`src/rtl/dbg_step_pkg.sv`:
```
package dbg_step_pkg;

  // Comparator: match only when the enable is set.
  function automatic logic gated_eq(input logic en, input logic [31:0] a, input logic [31:0] b);
    return en && (a == b);
  endfunction

  // Step counter next value, breakpoint first, then launch, then decrement.
  function automatic logic [5:0] cnt_next(input logic bp, input logic launch,
                                          input logic [5:0] load, input logic [5:0] cur,
                                          input logic rdy);
    if (bp)                      return '0;
    else if (launch)             return load;
    else if (rdy && cur != '0)   return cur - 6'd1;
    else                         return cur;
  endfunction

endpackage

```
`src/rtl/dbg_bp_match.sv`:
```
module dbg_bp_match #(
  parameter int ADDR_W = 13,
  parameter int DATA_W = 14
) (
  input  logic [ADDR_W-1:0] pc_addr,
  input  logic [DATA_W-1:0] pc_data,
  input  logic [ADDR_W-1:0] bp_addr,
  input  logic [DATA_W-1:0] bp_data,
  input  logic [1:0]        bp_en,
  output logic              hit_addr,
  output logic              hit_data,
  output logic              hit
);
  import dbg_step_pkg::*;

  always_comb begin
    hit_addr = gated_eq(bp_en[0], 32'(pc_addr), 32'(bp_addr));
    hit_data = gated_eq(bp_en[1], 32'(pc_data), 32'(bp_data));
    hit      = hit_addr | hit_data;
  end
endmodule

```
`src/rtl/dbg_run_ctl.sv`:
```
module dbg_run_ctl (
  input  logic clk,
  input  logic rst,
  input  logic ctl_wr,
  input  logic ctl_run_free,
  input  logic ctl_force_rst,
  input  logic bp_hit,
  output logic run_free_q,
  output logic force_q
);
  always_ff @(posedge clk) begin
    if (rst) begin
      run_free_q <= 1'b0;
      force_q    <= 1'b0;
    end else if (ctl_wr) begin
      run_free_q <= ctl_run_free;
      force_q    <= ctl_force_rst;
    end else if (bp_hit) begin
      run_free_q <= 1'b0;
    end
  end
endmodule

```
`src/rtl/dbg_step_cnt.sv`:
```
module dbg_step_cnt #(
  parameter int CNT_W = 6
) (
  input  logic             clk,
  input  logic             rst,
  input  logic             step_go,
  input  logic [CNT_W-1:0] step_cnt,
  input  logic             bp_hit,
  input  logic             proc_rdy,
  output logic [CNT_W-1:0] cnt_q,
  output logic             launch,
  output logic             stepping
);
  import dbg_step_pkg::*;

  logic go_q;

  assign launch   = step_go && !go_q;
  assign stepping = (cnt_q != '0);

  always_ff @(posedge clk) begin
    if (rst) begin
      go_q  <= 1'b0;
      cnt_q <= '0;
    end else begin
      go_q  <= step_go;
      cnt_q <= CNT_W'(cnt_next(bp_hit, launch, 6'(step_cnt), 6'(cnt_q), proc_rdy));
    end
  end
endmodule

```
`src/rtl/dbg_step_gate.sv`:
```
module dbg_step_gate #(
  parameter int ADDR_W = 13,
  parameter int DATA_W = 14,
  parameter int CNT_W  = 6
) (
  input  logic              clk,
  input  logic              rst,
  input  logic [ADDR_W-1:0] pc_addr,
  input  logic [DATA_W-1:0] pc_data,
  input  logic [ADDR_W-1:0] bp_addr,
  input  logic [DATA_W-1:0] bp_data,
  input  logic [1:0]        bp_en,
  input  logic [CNT_W-1:0]  step_cnt,
  input  logic              step_go,
  input  logic              ctl_wr,
  input  logic              ctl_run_free,
  input  logic              ctl_force_rst,
  output logic              proc_rdy,
  output logic              core_stb,
  output logic              stepping,
  output logic              bp_hit
);
  logic             hit_addr, hit_data;
  logic             run_free_q, force_q;
  logic [CNT_W-1:0] cnt_q;
  logic             launch;

  dbg_bp_match #(.ADDR_W(ADDR_W), .DATA_W(DATA_W)) u_match (
    .pc_addr(pc_addr), .pc_data(pc_data), .bp_addr(bp_addr), .bp_data(bp_data),
    .bp_en(bp_en), .hit_addr(hit_addr), .hit_data(hit_data), .hit(bp_hit)
  );

  dbg_run_ctl u_ctl (
    .clk(clk), .rst(rst), .ctl_wr(ctl_wr), .ctl_run_free(ctl_run_free),
    .ctl_force_rst(ctl_force_rst), .bp_hit(bp_hit),
    .run_free_q(run_free_q), .force_q(force_q)
  );

  dbg_step_cnt #(.CNT_W(CNT_W)) u_step (
    .clk(clk), .rst(rst), .step_go(step_go), .step_cnt(step_cnt), .bp_hit(bp_hit),
    .proc_rdy(proc_rdy), .cnt_q(cnt_q), .launch(launch), .stepping(stepping)
  );

  assign proc_rdy = !force_q && !bp_hit && (run_free_q || stepping);
  assign core_stb = proc_rdy || rst;
endmodule

```
`config.mk`:
```
export PLATFORM = sky130hd
export DESIGN_NAME = dbg_step_gate
export DESIGN_NICKNAME = d
export VERILOG_FILES = /design/src/rtl/dbg_step_pkg.sv /design/src/rtl/dbg_bp_match.sv /design/src/rtl/dbg_run_ctl.sv /design/src/rtl/dbg_step_cnt.sv /design/src/rtl/dbg_step_gate.sv
export SDC_FILE = /design/constraint.sdc
export NUM_CORES = 1
export LEC_CHECK = 0
export CAP_MARGIN = 20
export CELL_PAD_IN_SITES_DETAIL_PLACEMENT = 1
export CELL_PAD_IN_SITES_GLOBAL_PLACEMENT = 1
export CORE_MARGIN = 2
export CORE_UTILIZATION = 21
export CTS_CLUSTER_DIAMETER = 30
export DETAILED_ROUTE_END_ITERATION = 10
export GPL_ROUTABILITY_DRIVEN = 0
export PLACE_DENSITY = 0.89
export SLEW_MARGIN = 0
export SYNTH_ARGS = -nofsm -noshare
export SYNTH_HDL_FRONTEND = slang
export SYNTH_SLANG_ARGS = --single-unit
```
`constraint.sdc`:
```
create_clock -name clk -period 1.98 [get_ports clk]
set_clock_uncertainty 0.2 [all_clocks]
set_input_delay 0.297 -clock clk [delete_from_list [all_inputs] [get_ports clk]]
set_output_delay 0.297 -clock clk [all_outputs]
set_load 0.01 [all_outputs]
```
==> run_results.csv <==
group,metric,value,unit
sta,period_needed,2.12,ns
critical_path,crit_type,"in2out",
critical_path,end_kind,"primary output",
route,via_count,1037,
global_route,grt_pass1_vias,1101,
critical_path,critPathMaxFanout,2,
critical_path,cp_data_required_time,1.48,ns
global_route,grt_util_all_layers,14.2,%
logic_synthesis,async_flop_share,0,%
die,die_h,67.4,µm
route,drtIter0Drc,15,
power_and_ir_drop,ir_drop,406,µV
final_layout,final-instance-count-excl-fill,239,
critical_path,crit_family,"simple AND/OR/NAND/NOR gates",
power_and_ir_drop,powerDensity,560,nW/µm²
placement,port-buffer-count,71,
placement,dpl.hpwl,2720,µm
sta,hold_ws,0.354,ns
logic_synthesis,synth_seq_area_share,21.4,%
final_layout,syn_to_final_growth,98.8,%
placement,dp_cells,231,
cts,cts_buffers,3,
global_route,grt_max_degree,12,
route,dr.pass1.iters,4,
logic_synthesis,syn_area_per_cell,8.69,µm²
global_route,grt.overflow.total,0,
cts,cts_root_buf,"clkbuf_8",
sta,setup_ws,-0.137,ns
power_and_ir_drop,static-leakage-power,0.763,nW
flow_run,maxCapViolCount,0,
logic_synthesis,synth_cell_types,25,
logic_synthesis,synth-seq-cells,9,
critical_path,ff2ff_setup_slack,0.04,ns
logic_synthesis,yosys-top-cells-area,"xnor2_1 32%, dfxtp_1 21%, nor4_4 5.0%",
route,avgViaCountPerCell,4.34,
cts,cts_buffer_depth,2,
final_layout,post-route-util,42.5,%
die,die_area,4540,µm²
cts,hold_buffers,0,
die,start_util,21.4,%
sta,rsz0062_at_grt,"yes",
logic_synthesis,synth_edf_count,0,
route,routed_wl,3260,µm
final_layout,antenna_cells,0,
critical_path,crit_chain,"clkdlybuf4s15_2 > xnor2_2 > nand4_1 > nor4_4 > or2_4 > nor3_4 > or2_1 > buf_2",
critical_path,max_stage_delay,0.27,ns
global_route,grt_antenna_before_repair,0,
cts,cts_tree,"yes",
sta,finalSetupTns,-0.175,ns
sta,max_freq,472,MHz
logic_synthesis,syn_area,843,µm²
cts,cts.sinks,9,
route,ant_nets,0,
critical_path,start_kind,"primary input",
critical_path,cp.depth,8,
critical_path,timing.critical_path.buf_inv,2,
critical_path,r2r_cells,9,
die,die_x,67.4,µm
die,row_count,23,
cts,cts.htree.levels,1,
critical_path,slowest_stage,"nor4_4",
sta,finalHoldViolations,0,
global_route,grt_pass1_wl,4890,µm
worst_hold_path,hold_class,"reg2reg",
logic_synthesis,yosysWarnings,0,
logic_synthesis,yosysTopAreaCellShare,32.2,%
sta,period_share,107,%
logic_synthesis,synthCells,97,
power_and_ir_drop,finalPower,0.939,mW
sta,max-slew-margin-rel,70.1,%
logic_synthesis,synth_top_flop_cell,"dfxtp_1",
logic_synthesis,syn_nets,167,
final_layout,drive_above_1_share,54.5,%
die,ios,72,
worst_hold_path,hold-path-cell-count,2,
final_layout,final_nets,260,
cts,insertion_delay,0.23,ns
logic_synthesis,yosys.area.top_type,"xnor2_1",
die,core-area,3940,µm²
sta,setup-violations-final,2,
run_status,status,"finished, violations left",
cts,path_clk_slew,0.04,ns
route,routedWlPerCell,13.6,µm
sta,drv_slew,0,
run_status,violations,"setup timing",
sta,worst_pin_slew,0.448,ns
critical_path,cp_data_arrival_time,1.62,ns
route,post-route-drc-count,0,
Yosys cell counts (2+ instances only):
library cell   n
nand2b_1       2
a21oi_1        3
nor2_1        11
nor4_4         2
inv_1          3
mux2i_1        2
nand2_1        2
ha_1           2
nand4_1        6
nor3_2         3
xnor2_1       31
a211oi_1       5
dfxtp_1        9
nor3_1         2
nand3_1        4
registers in the layout (all words and copies together), names as in the netlist:
name	flops
u_ctl.force_q	1
u_ctl.run_free_q	1
u_step.cnt_q	6
u_step.go_q	1
cell families after synthesis:
family	after synthesis	synth area share, %
flops	9	21.4
fa+ha+maj	2	2.97
buf+inv	5	2.37
simple gates	39	30.0
mux	2	2.37
compound gates	9	8.75
xor+xnor	31	32.2
where the power goes:
group / switching [mW] / internal [mW] / leakage, nW
combinational: 0.207 / 0.296 / 0.665
sequential: 0.0159 / 0.207 / 0.0753
clock: 0.0729 / 0.140 / 0.0228
worst min-delay path, stage by stage, from the launching register on:
cell and delay [ns]:
dfxtp_1 0.30, or3b_1 0.15, a21oi_1 0.06
per-stage QoR:
stage | setup WS, ns | cell area [µm²]
floorplan | 0.0216 | 843
global placement | -0.797 | 1720
detailed placement | -0.827 | 1720
CTS | -0.149 | 1650
global route | -0.195 | 1680
finish | -0.137 | 1680
worst paths after layout:
check	start	endpoint
setup / recovery	bp_data[2]	core_stb
hold / removal	u_ctl.run_free_q$_SDFFE_PP0P_	u_ctl.run_free_q$_SDFFE_PP0P_
setup reg to reg	u_step.cnt_q[0]$_SDFFE_PP0P_	u_step.cnt_q[4]$_SDFFE_PP0P_
hold reg to reg	u_ctl.run_free_q$_SDFFE_PP0P_	u_ctl.run_free_q$_SDFFE_PP0P_
per-layer routing:
metal  track usage [%]  share of wire, %  vias to the layer above
met2              27.1                57                       19
met4              2.30              0.58                        0
met5                 0                 0                        -
met1              16.2                39                      498
li1                  -                 -                      518
met3              3.33               3.3                        2
layout by cell type (no fill, tap or decap), types with 2 or more instances in the layout:
cell / count
clkbuf_8: 3
clkbuf_2: 15
xnor2_2: 10
dfxtp_1: 7
nand2b_1: 2
mux2i_1: 2
clkdlybuf4s15_2: 2
xnor2_1: 21
nor4_4: 2
dfxtp_2: 2
buf_6: 9
clkdlybuf4s50_1: 11
nand3_1: 3
a211oi_1: 5
dlygate4sd2_1: 3
buf_2: 32
nor3_2: 4
nand4_1: 6
a21oi_1: 3
inv_1: 3
buf_4: 18
nor2_1: 11
repair_timing:
action / in CTS / in global routing
pin swaps: 40 / 24
endpoints found under the setup margin: 11 / 6
setup buffers: 0 / 4
resized for setup: 185 / 38
cell type report:
cell class	instances	area (µm²)
multi-input cells	83	744
flip-flops and latches	9	183
well taps	50	62.6
fillers	476	2270
clock buffers	4	45.0
inverters	3	11.3
repair buffers	90	631
Note: power is estimated with default switching activity, not from simulation.
